## config.mk

```make
export PLATFORM = sky130hd
export DESIGN_NAME = xlate_access_seq
export DESIGN_NICKNAME = d
export VERILOG_FILES = /design/src/rtl/xlseq_pkg.sv /design/src/rtl/xlseq_tlb.sv /design/src/rtl/xlseq_dp.sv /design/src/rtl/xlseq_ctrl.sv /design/src/rtl/xlate_access_seq.sv
export SDC_FILE = /design/constraint.sdc
export NUM_CORES = 2
export LEC_CHECK = 0
export CAP_MARGIN = 0
export CORE_MARGIN = 4
export CORE_UTILIZATION = 40
export CTS_BUF_LIST = sky130_fd_sc_hd__clkbuf_16
export CTS_CLUSTER_SIZE = 30
export DETAILED_ROUTE_END_ITERATION = 8
export SLEW_MARGIN = 20
export SYNTH_ARGS = -nofsm -noshare
export SYNTH_HDL_FRONTEND = slang
export SYNTH_SLANG_ARGS = --single-unit
```

## constraint.sdc

```tcl
create_clock -name clk -period 7.16 [get_ports clk]
set_clock_uncertainty 0.1 [all_clocks]
set_input_delay 1.79 -clock clk [delete_from_list [all_inputs] [get_ports clk]]
set_output_delay 1.79 -clock clk [all_outputs]
set_load 0.01 [all_outputs]
```

## src/rtl/xlseq_pkg.sv

```systemverilog
package xlseq_pkg;
  localparam int VA_W   = 32;
  localparam int PA_W   = 32;
  localparam int PAGE_W = 12;
  localparam int VPN_W  = VA_W - PAGE_W;
  localparam int PPN_W  = PA_W - PAGE_W;

  typedef struct packed {
    logic [PPN_W-1:0] ppn;
    logic             cacheable;
    logic             writeBack;
  } xlAttr_t;

  typedef enum logic [1:0] {SRC_UTLB, SRC_MTLB, SRC_WALK} xlSrc_e;
  typedef enum logic [1:0] {RD_L1, RD_L2, RD_BUS} rdSrc_e;

  typedef struct packed {
    logic   capture;
    logic   latchXl;
    xlSrc_e xlSrc;
    logic   fillU;
    logic   fillM;
    logic   latchRd;
    rdSrc_e rdSrc;
  } strobe_t;

  typedef enum logic [3:0] {
    ST_IDLE, ST_LOOKU, ST_LOOKM, ST_WALK, ST_ATTR,
    ST_L1, ST_L2, ST_BUS, ST_DONE, ST_ABORT
  } state_e;
endpackage

```

## src/rtl/xlseq_tlb.sv

```systemverilog
module xlseq_tlb import xlseq_pkg::*; #(
  parameter int ENTRIES = 4
) (
  input  logic             clk,
  input  logic             rstN,
  input  logic [VPN_W-1:0] lookupVpn,
  output logic             hit,
  output xlAttr_t          hitAttr,
  input  logic             fillEn,
  input  logic [VPN_W-1:0] fillVpn,
  input  xlAttr_t          fillAttr
);
  localparam int PTR_W  = (ENTRIES > 1) ? $clog2(ENTRIES) : 1;
  localparam int ATTR_W = $bits(xlAttr_t);

  logic [ENTRIES-1:0] validQ;
  logic [ENTRIES-1:0] matchVec;
  logic [VPN_W-1:0]   tagQ  [ENTRIES];
  xlAttr_t            attrQ [ENTRIES];
  logic [PTR_W-1:0]   ptrQ;
  logic [ATTR_W-1:0]  attrAcc;

  for (genvar g = 0; g < ENTRIES; g++) begin : gMatch
    assign matchVec[g] = validQ[g] && (tagQ[g] == lookupVpn);
  end

  always_comb begin
    attrAcc = '0;
    for (int i = 0; i < ENTRIES; i++) begin
      if (matchVec[i]) attrAcc = attrAcc | attrQ[i];
    end
  end

  assign hit     = |matchVec;
  assign hitAttr = xlAttr_t'(attrAcc);

  always_ff @(posedge clk) begin
    if (!rstN) begin
      validQ <= '0;
      ptrQ   <= '0;
    end else if (fillEn) begin
      validQ[ptrQ] <= 1'b1;
      ptrQ         <= (ptrQ == PTR_W'(ENTRIES - 1)) ? '0 : ptrQ + 1'b1;
    end
  end

  always_ff @(posedge clk) begin
    if (fillEn) begin
      tagQ[ptrQ]  <= fillVpn;
      attrQ[ptrQ] <= fillAttr;
    end
  end

  AST_TLB_UNIQUE: assert property (@(posedge clk) disable iff (!rstN) $onehot0(matchVec));
endmodule

```

## src/rtl/xlseq_dp.sv

```systemverilog
module xlseq_dp import xlseq_pkg::*; #(
  parameter int DATA_W = 32,
  parameter int UTLB_N = 4,
  parameter int MTLB_N = 16
) (
  input  logic              clk,
  input  logic              rstN,
  input  strobe_t           stb,
  input  logic              reqWrite,
  input  logic [VA_W-1:0]   reqVaddr,
  input  logic [DATA_W-1:0] reqWdata,
  input  logic [PPN_W-1:0]  walkPpn,
  input  logic              walkCacheable,
  input  logic              walkWriteBack,
  input  logic [DATA_W-1:0] l1Rdata,
  input  logic [DATA_W-1:0] l2Rdata,
  input  logic [DATA_W-1:0] busRdata,
  output logic              uHit,
  output logic              mHit,
  output logic              xlCacheable,
  output logic              xlWriteBack,
  output logic [VPN_W-1:0]  walkVpn,
  output logic [PA_W-1:0]   accPaddr,
  output logic              accWrite,
  output logic [DATA_W-1:0] accWdata,
  output logic [DATA_W-1:0] respRdata
);
  logic [VA_W-1:0]   vaddrQ;
  logic              writeQ;
  logic [DATA_W-1:0] wdataQ;
  logic [DATA_W-1:0] rdataQ;
  xlAttr_t           xlQ;
  xlAttr_t           uAttr;
  xlAttr_t           mAttr;
  xlAttr_t           walkAttr;
  xlAttr_t           uFillAttr;
  logic [VPN_W-1:0]  curVpn;

  assign curVpn    = vaddrQ[VA_W-1:PAGE_W];
  assign walkAttr  = '{ppn: walkPpn, cacheable: walkCacheable, writeBack: walkWriteBack};
  assign uFillAttr = (stb.xlSrc == SRC_WALK) ? walkAttr : mAttr;

  xlseq_tlb #(.ENTRIES(UTLB_N)) u_utlb (
    .clk(clk), .rstN(rstN), .lookupVpn(curVpn), .hit(uHit), .hitAttr(uAttr),
    .fillEn(stb.fillU), .fillVpn(curVpn), .fillAttr(uFillAttr)
  );

  xlseq_tlb #(.ENTRIES(MTLB_N)) u_mtlb (
    .clk(clk), .rstN(rstN), .lookupVpn(curVpn), .hit(mHit), .hitAttr(mAttr),
    .fillEn(stb.fillM), .fillVpn(curVpn), .fillAttr(walkAttr)
  );

  always_ff @(posedge clk) begin
    if (!rstN) begin
      vaddrQ <= '0;
      writeQ <= 1'b0;
      wdataQ <= '0;
      rdataQ <= '0;
      xlQ    <= '0;
    end else begin
      if (stb.capture) begin
        vaddrQ <= reqVaddr;
        writeQ <= reqWrite;
        wdataQ <= reqWdata;
      end
      if (stb.latchXl) begin
        case (stb.xlSrc)
          SRC_UTLB: xlQ <= uAttr;
          SRC_MTLB: xlQ <= mAttr;
          default:  xlQ <= walkAttr;
        endcase
      end
      if (stb.latchRd) begin
        case (stb.rdSrc)
          RD_L1:   rdataQ <= l1Rdata;
          RD_L2:   rdataQ <= l2Rdata;
          default: rdataQ <= busRdata;
        endcase
      end
    end
  end

  assign xlCacheable = xlQ.cacheable;
  assign xlWriteBack = xlQ.writeBack;
  assign walkVpn     = curVpn;
  assign accPaddr    = {xlQ.ppn, vaddrQ[PAGE_W-1:0]};
  assign accWrite    = writeQ;
  assign accWdata    = wdataQ;
  assign respRdata   = rdataQ;

  AST_REFILL_HITS: assert property (@(posedge clk) disable iff (!rstN) stb.fillU |=> uHit);
endmodule

```

## src/rtl/xlseq_ctrl.sv

```systemverilog
module xlseq_ctrl import xlseq_pkg::*; (
  input  logic    clk,
  input  logic    rstN,
  input  logic    reqValid,
  input  logic    uHit,
  input  logic    mHit,
  input  logic    walkAck,
  input  logic    walkFault,
  input  logic    xlCacheable,
  input  logic    xlWriteBack,
  input  logic    accWrite,
  input  logic    l1Ack,
  input  logic    l1Hit,
  input  logic    l2Ack,
  input  logic    l2Hit,
  input  logic    busAck,
  output strobe_t stb,
  output logic    reqReady,
  output logic    walkReq,
  output logic    l1Req,
  output logic    l2Req,
  output logic    busReq,
  output logic    cacheDirty,
  output logic    respDone,
  output logic    respAbort
);
  state_e stateQ, stateD;

  always_ff @(posedge clk) begin
    if (!rstN) stateQ <= ST_IDLE;
    else       stateQ <= stateD;
  end

  always_comb begin
    stateD = stateQ;
    stb    = '0;
    case (stateQ)
      ST_IDLE: if (reqValid) begin
        stb.capture = 1'b1;
        stateD      = ST_LOOKU;
      end
      ST_LOOKU: if (uHit) begin
        stb.latchXl = 1'b1;
        stb.xlSrc   = SRC_UTLB;
        stateD      = ST_ATTR;
      end else begin
        stateD = ST_LOOKM;
      end
      ST_LOOKM: if (mHit) begin
        stb.latchXl = 1'b1;
        stb.xlSrc   = SRC_MTLB;
        stb.fillU   = 1'b1;
        stateD      = ST_ATTR;
      end else begin
        stateD = ST_WALK;
      end
      ST_WALK: if (walkAck) begin
        if (walkFault) begin
          stateD = ST_ABORT;
        end else begin
          stb.latchXl = 1'b1;
          stb.xlSrc   = SRC_WALK;
          stb.fillU   = 1'b1;
          stb.fillM   = 1'b1;
          stateD      = ST_ATTR;
        end
      end
      ST_ATTR: stateD = xlCacheable ? ST_L1 : ST_BUS;
      ST_L1: if (l1Ack) begin
        if (!l1Hit) begin
          stateD = ST_L2;
        end else if (!accWrite) begin
          stb.latchRd = 1'b1;
          stb.rdSrc   = RD_L1;
          stateD      = ST_DONE;
        end else begin
          stateD = xlWriteBack ? ST_DONE : ST_BUS;
        end
      end
      ST_L2: if (l2Ack) begin
        if (!l2Hit) begin
          stateD = ST_BUS;
        end else if (!accWrite) begin
          stb.latchRd = 1'b1;
          stb.rdSrc   = RD_L2;
          stateD      = ST_DONE;
        end else begin
          stateD = xlWriteBack ? ST_DONE : ST_BUS;
        end
      end
      ST_BUS: if (busAck) begin
        stb.latchRd = !accWrite;
        stb.rdSrc   = RD_BUS;
        stateD      = ST_DONE;
      end
      ST_DONE:  stateD = ST_IDLE;
      ST_ABORT: stateD = ST_IDLE;
      default:  stateD = ST_IDLE;
    endcase
  end

  assign reqReady   = (stateQ == ST_IDLE);
  assign walkReq    = (stateQ == ST_WALK);
  assign l1Req      = (stateQ == ST_L1);
  assign l2Req      = (stateQ == ST_L2);
  assign busReq     = (stateQ == ST_BUS);
  assign respDone   = (stateQ == ST_DONE);
  assign respAbort  = (stateQ == ST_ABORT);
  assign cacheDirty = accWrite && xlWriteBack && (l1Req || l2Req);

  AST_FAULT_ABORTS: assert property (@(posedge clk) disable iff (!rstN)
    walkReq && walkAck && walkFault |=> respAbort && !l1Req && !l2Req && !busReq);
  AST_NC_NO_CACHE: assert property (@(posedge clk) disable iff (!rstN)
    (l1Req || l2Req) |-> xlCacheable);
  AST_L2_AFTER_MISS: assert property (@(posedge clk) disable iff (!rstN)
    $rose(l2Req) |-> $past(l1Req && l1Ack && !l1Hit));
  AST_WB_HIT_FINISH: assert property (@(posedge clk) disable iff (!rstN)
    ((l1Req && l1Ack && l1Hit) || (l2Req && l2Ack && l2Hit)) && accWrite && xlWriteBack
    |=> respDone && !busReq);
  AST_WT_HIT_BUS: assert property (@(posedge clk) disable iff (!rstN)
    ((l1Req && l1Ack && l1Hit) || (l2Req && l2Ack && l2Hit)) && accWrite && !xlWriteBack
    |=> busReq && accWrite);
  AST_RESP_PULSE: assert property (@(posedge clk) disable iff (!rstN)
    (respDone || respAbort) |=> reqReady && !respDone && !respAbort);
endmodule

```

## src/rtl/xlate_access_seq.sv

```systemverilog
module xlate_access_seq import xlseq_pkg::*; #(
  parameter int DATA_W = 32,
  parameter int UTLB_N = 4,
  parameter int MTLB_N = 16
) (
  input  logic              clk,
  input  logic              rstN,
  input  logic              reqValid,
  output logic              reqReady,
  input  logic              reqWrite,
  input  logic [VA_W-1:0]   reqVaddr,
  input  logic [DATA_W-1:0] reqWdata,
  output logic              respDone,
  output logic              respAbort,
  output logic [DATA_W-1:0] respRdata,
  output logic              walkReq,
  output logic [VPN_W-1:0]  walkVpn,
  input  logic              walkAck,
  input  logic              walkFault,
  input  logic [PPN_W-1:0]  walkPpn,
  input  logic              walkCacheable,
  input  logic              walkWriteBack,
  output logic [PA_W-1:0]   accPaddr,
  output logic              accWrite,
  output logic [DATA_W-1:0] accWdata,
  output logic              cacheDirty,
  output logic              l1Req,
  input  logic              l1Ack,
  input  logic              l1Hit,
  input  logic [DATA_W-1:0] l1Rdata,
  output logic              l2Req,
  input  logic              l2Ack,
  input  logic              l2Hit,
  input  logic [DATA_W-1:0] l2Rdata,
  output logic              busReq,
  input  logic              busAck,
  input  logic [DATA_W-1:0] busRdata
);
  strobe_t stb;
  logic    uHit, mHit, xlCacheable, xlWriteBack;

  xlseq_ctrl u_ctrl (
    .clk(clk), .rstN(rstN), .reqValid(reqValid), .uHit(uHit), .mHit(mHit),
    .walkAck(walkAck), .walkFault(walkFault), .xlCacheable(xlCacheable),
    .xlWriteBack(xlWriteBack), .accWrite(accWrite), .l1Ack(l1Ack), .l1Hit(l1Hit),
    .l2Ack(l2Ack), .l2Hit(l2Hit), .busAck(busAck), .stb(stb), .reqReady(reqReady),
    .walkReq(walkReq), .l1Req(l1Req), .l2Req(l2Req), .busReq(busReq),
    .cacheDirty(cacheDirty), .respDone(respDone), .respAbort(respAbort)
  );

  xlseq_dp #(.DATA_W(DATA_W), .UTLB_N(UTLB_N), .MTLB_N(MTLB_N)) u_dp (
    .clk(clk), .rstN(rstN), .stb(stb), .reqWrite(reqWrite), .reqVaddr(reqVaddr),
    .reqWdata(reqWdata), .walkPpn(walkPpn), .walkCacheable(walkCacheable),
    .walkWriteBack(walkWriteBack), .l1Rdata(l1Rdata), .l2Rdata(l2Rdata),
    .busRdata(busRdata), .uHit(uHit), .mHit(mHit), .xlCacheable(xlCacheable),
    .xlWriteBack(xlWriteBack), .walkVpn(walkVpn), .accPaddr(accPaddr),
    .accWrite(accWrite), .accWdata(accWdata), .respRdata(respRdata)
  );
endmodule

```

==> results.py <==
metrics = {
    "outcome": {
        "run_status": "complete, no violations",
    },
    "clock_network": {
        "cts_setup_buffers": 0,
        "clk_pin_slew_ns": 0.06,
        "htree_num_levels": 3,
        "post_cts_resize_count": 0,
        "clock_insertion_delay_at_the_later_pin_of_the_skew_report_ns": 0.68,
        "cts.path.max_buffers": 3,
        "cts_num_sinks": 989,
        "ctsHoldBuffers": 0,
        "cts_inserted_buffers": 100,
        "tritoncts": "built",
        "ctsRootBufferMaster": "sky130_fd_sc_hd__clkbuf_16",
    },
    "setup_path": {
        "endpoint_required_time_on_the_critical_path_ns": 7.58,
        "timing.setup.critical_path_class": "reg2reg",
        "crit_path_largest_cell_delay_ns": 0.94,
        "crit_fanout": 45,
        "nature_of_the_critical_path_startpoint": "flop",
        "timing.critical_path.arrival_ns": 5.07,
        "timing.critical_path.slowest_stage_cell": "sky130_fd_sc_hd__dfxtp_2",
        "crit_path_cell_trace": "buf_4 -> xor2_1 -> nor4_1 -> nand4_1 -> nor3_4 -> buf_4 -> nor4_1 -> and4_4 -> o21ai_4 -> buf_4 -> or2_2 -> a31oi_1",
        "worst_path_most_repeated_cell": "sky130_fd_sc_hd__buf_4",
        "reg2reg_to": "u_dp.accPaddr[22]$_SDFFE_PN0P_",
        "reg2reg_from": "u_dp.vaddrQ[18]$_SDFFE_PN0P_",
        "reg2reg_slack_ns": 2.50,
        "cp-end-kind": "flop",
        "number_of_cells_on_the_worst_reg_to_reg_path": 12,
    },
    "logic_synthesis": {
        "synth.yosys.warnings": 0,
        "synthArstFlopShare_pct": 0,
        "post_synth_and_or_nand_nor_area_fraction_pct": 6.43,
        "synthesis.nets": 2751,
        "netlist_area_um2": 39300,
        "synth.top_cell.area_share_pct": 64.3,
        "syn_inst": 2550,
        "synthMostInstantiatedCell": "sky130_fd_sc_hd__edfxtp_1",
        "post_synth_most_frequent_cells": "840 x sky130_fd_sc_hd__edfxtp_1, 273 x sky130_fd_sc_hd__xor2_1, 200 x sky130_fd_sc_hd__nand2_1, 149 x sky130_fd_sc_hd__dfxtp_1, 130 x sky130_fd_sc_hd__xnor2_1",
        "synth_compound_gate_area_share_pct": 10.2,
        "yosys-top-cells-area": "sky130_fd_sc_hd__edfxtp_1 64%, sky130_fd_sc_hd__dfxtp_1 7.6%, sky130_fd_sc_hd__xor2_1 6.1%",
        "synth_enable_flop_cells": 840,
        "synth.distinct_cells": 50,
        "avgSynthCellArea_um2": 15.4,
        "post-synth-top-area-cell": "sky130_fd_sc_hd__edfxtp_1",
        "dominant_combinational_cell_family_by_area_after_synthesis": "compound AO/OA/AOI/OAI gates",
        "synth_xor_xnor_area_share_pct": 8.99,
        "synth.ff_latch_count": 989,
        "yosys_most_used_dff": "sky130_fd_sc_hd__edfxtp_1",
        "synth.area.mux_share_pct": 0.0510,
        "synth_adder_area_share_pct": 0.255,
        "yosysSeqAreaShare_pct": 71.9,
    },
    "floorplan": {
        "floorplan.core_area_um2": 97000,
        "starting_density_of_the_core_pct": 40.5,
        "die-height_um": 321,
        "pin_count": 318,
        "die-area_um2": 103000,
        "die_w_um": 321,
        "rows": 114,
    },
    "detailed_routing": {
        "vias_per_cell": 5.48,
        "drt_pass1_iterations": 6,
        "residual_antenna_violating_net_count_after_detailed_routing": 0,
        "wl_per_cell_um": 25.6,
        "route.vias.total": 23400,
        "iteration_0_drc_markers": 2223,
        "drt-total-wl_mm": 109,
        "drc": 0,
    },
    "power": {
        "power_frac_clock_pct": 38.3,
        "leakage_nw": 16.4,
        "worst_ir_drop_vdd_mv": 0.169,
        "switching_share_of_total_power_pct": 24.8,
        "power_switching_mw": 3.25,
        "relative_contribution_of_combinational_cells_to_total_power_pct": 10.4,
        "power.density_nw_per_um2": 277,
        "pint_mw": 9.86,
        "power.share.sequential_pct": 51.3,
    },
    "timing": {
        "finalCriticalPeriod_ns": 4.66,
        "grt_setup_unrepaired": "false",
        "report.final.hold_viol_count": 0,
        "finalSetupViolCount": 0,
        "timing.final.crit_share_pct": 65.0,
        "finalMaxSlewViolations": 0,
        "fmax_mhz": 215,
        "setup-tns-final_ns": 0,
        "slew_headroom_pct": 34.2,
        "worst_max_slew_pin_slew_ns": 0.987,
    },
    "grt": {
        "globalRouteOverflowTotal": 0,
        "global_route_wire_length_before_repair_mm": 159,
        "vias_in_the_first_global_route": 23400,
        "pin_count_of_the_biggest_net_entering_global_routing": 80,
        "grt_use_total_pct": 20.6,
        "number_of_antenna_violations_at_the_first_check_in_global_routing": 11,
    },
    "final_layout": {
        "area_growth_syn_to_layout_pct": 20.5,
        "final_nets": 3095,
        "drive_above_1_share_pct": 10.0,
        "fill_cells": 8212,
        "layout.core_utilization_pct": 48.8,
    },
    "placed_design": {
        "routabilityCongestion": 0.909,
        "detailed_place_hpwl_mm": 69.0,
        "place.port_buffers": 317,
    },
    "flow_run": {
        "timing.max_cap.violations": 0,
    },
    "min_path": {
        "min_from": "u_dp.accWdata[19]$_SDFFE_PN0P_",
        "min-delay-path-class": "reg2reg",
        "hold_path_depth": 2,
        "hold_end": "u_dp.accWdata[19]$_SDFFE_PN0P_",
    },
}
## registers in the layout (all words and copies together), names as in the netlist
name / count
u_dp.u_utlb.tagQ: 80
u_dp.accWrite: 1
u_dp.u_mtlb.validQ: 16
u_dp.accWdata: 32
u_dp.respRdata: 32
u_dp.xlWriteBack: 1
u_dp.u_mtlb.attrQ: 352
u_dp.u_utlb.ptrQ: 2
u_dp.xlCacheable: 1
u_dp.u_mtlb.tagQ: 320
u_dp.u_utlb.attrQ: 88
u_dp.u_utlb.validQ: 4
u_dp.accPaddr: 20
u_dp.vaddrQ: 32
u_dp.u_mtlb.ptrQ: 4
u_ctrl.stateQ: 4
## worst max-delay path by stage
stage | start | end | slack (ns)
2_1_floorplan | walkFault | u_dp.u_mtlb.attrQ[0][0]$_DFFE_PP_ | 1.37
3_3_place_gp | walkFault | u_dp.u_mtlb.tagQ[11][3]$_DFFE_PP_ | 2.08
3_5_place_dp | walkFault | u_dp.u_mtlb.tagQ[11][1]$_DFFE_PP_ | 2.08
4_1_cts | u_dp.vaddrQ[19]$_SDFFE_PN0P_ | u_dp.u_utlb.attrQ[0][18]$_DFFE_PP_ | 2.45
5_1_grt | u_dp.vaddrQ[18]$_SDFFE_PN0P_ | u_dp.accPaddr[28]$_SDFFE_PN0P_ | 2.17
6_report | u_dp.vaddrQ[18]$_SDFFE_PN0P_ | u_dp.accPaddr[22]$_SDFFE_PN0P_ | 2.50
## critical path, delay by kind of cell, from the launching register on
family,cells,cell delay [ns]
buf+inv,3,1.25
xor+xnor,1,0.09
compound gates,2,0.39
simple gates,6,1.61
flops,1,0.94
## metrics by stage
stage	worst slack (ns)	area (µm²)	total power, mW	hold WS, ns	cells
2_1_floorplan	1.37	39300	7.52	0.340	2550
3_3_place_gp	2.08	44100	8.21	0.346	4067
3_5_place_dp	2.08	44100	8.24	0.353	4068
4_1_cts	2.45	47300	13.2	0.367	4257
5_1_grt	2.17	47300	13.6	0.384	4259
6_report	2.50	47300	13.1	0.364	4262
## area by class of cell
| class | count | area, µm² | share of cell area [%] |
|---|---|---|---|
| antenna | 5 | 12.5 | 0.0265 |
| clock buffer | 101 | 2530 | 5.34 |
| clock inverter | 88 | 646 | 1.36 |
| inverter | 7 | 26.3 | 0.0555 |
| multi-input combinational | 1394 | 10400 | 22.0 |
| sequential | 989 | 28200 | 59.7 |
| tap | 1276 | 1600 | 3.38 |
| timing repair buffer | 402 | 3850 | 8.13 |
## layer usage
metal,GRT usage (%),wire length [µm],up-vias
li1,-,-,10500
met1,27.4,45700,11800
met2,34.6,52300,954
met3,4.00,8340,150
met4,6.20,2640,2
met5,0,11,-
## kinds of logic (layout without fill, tap and decap cells)
family,count (synthesis),in the layout
and+or+nand+nor,483,483
other,0,5
AOI/OAI and AO/OA,498,498
buffers and inverters,167,598
DFF,989,989
adders and majority gates,8,8
muxes,2,2
xor gates and xnor gates,403,403
## power by group through the flow
stage	registers [mW]	clock network [mW]	logic (mW)
after floorplan	6.71	0	0.808
after global placement	6.84	0	1.37
after detailed placement	6.85	0	1.39
after CTS	6.73	5.12	1.39
after global routing	6.74	5.37	1.51
final	6.72	5.02	1.37
## layout by cell type (no fill, tap or decap), drive strengths merged, types with 2 or more instances in the layout
| cell | n |
|---|---|
| a21boi | 69 |
| a21o | 22 |
| a21oi | 24 |
| a221oi | 88 |
| a22o | 88 |
| a22oi | 77 |
| a2bb2oi | 22 |
| a31oi | 22 |
| and2 | 7 |
| and3 | 2 |
| and4 | 23 |
| buf | 86 |
| bufinv | 7 |
| clkbuf | 101 |
| clkdlybuf4s50 | 316 |
| clkinv | 41 |
| clkinvlp | 5 |
| dfxtp | 149 |
| diode | 5 |
| edfxtp | 840 |
| ha | 8 |
| inv | 42 |
| mux2i | 2 |
| nand2 | 200 |
| nand2b | 8 |
| nand3 | 39 |
| nand4 | 45 |
| nor2 | 47 |
| nor2b | 3 |
| nor3 | 37 |
| nor3b | 2 |
| nor4 | 66 |
| o211a | 32 |
| o21a | 21 |
| o21ai | 4 |
| o31ai | 25 |
| or2 | 2 |
| xnor2 | 130 |
| xor2 | 273 |
(Power assumes the default switching activity.)
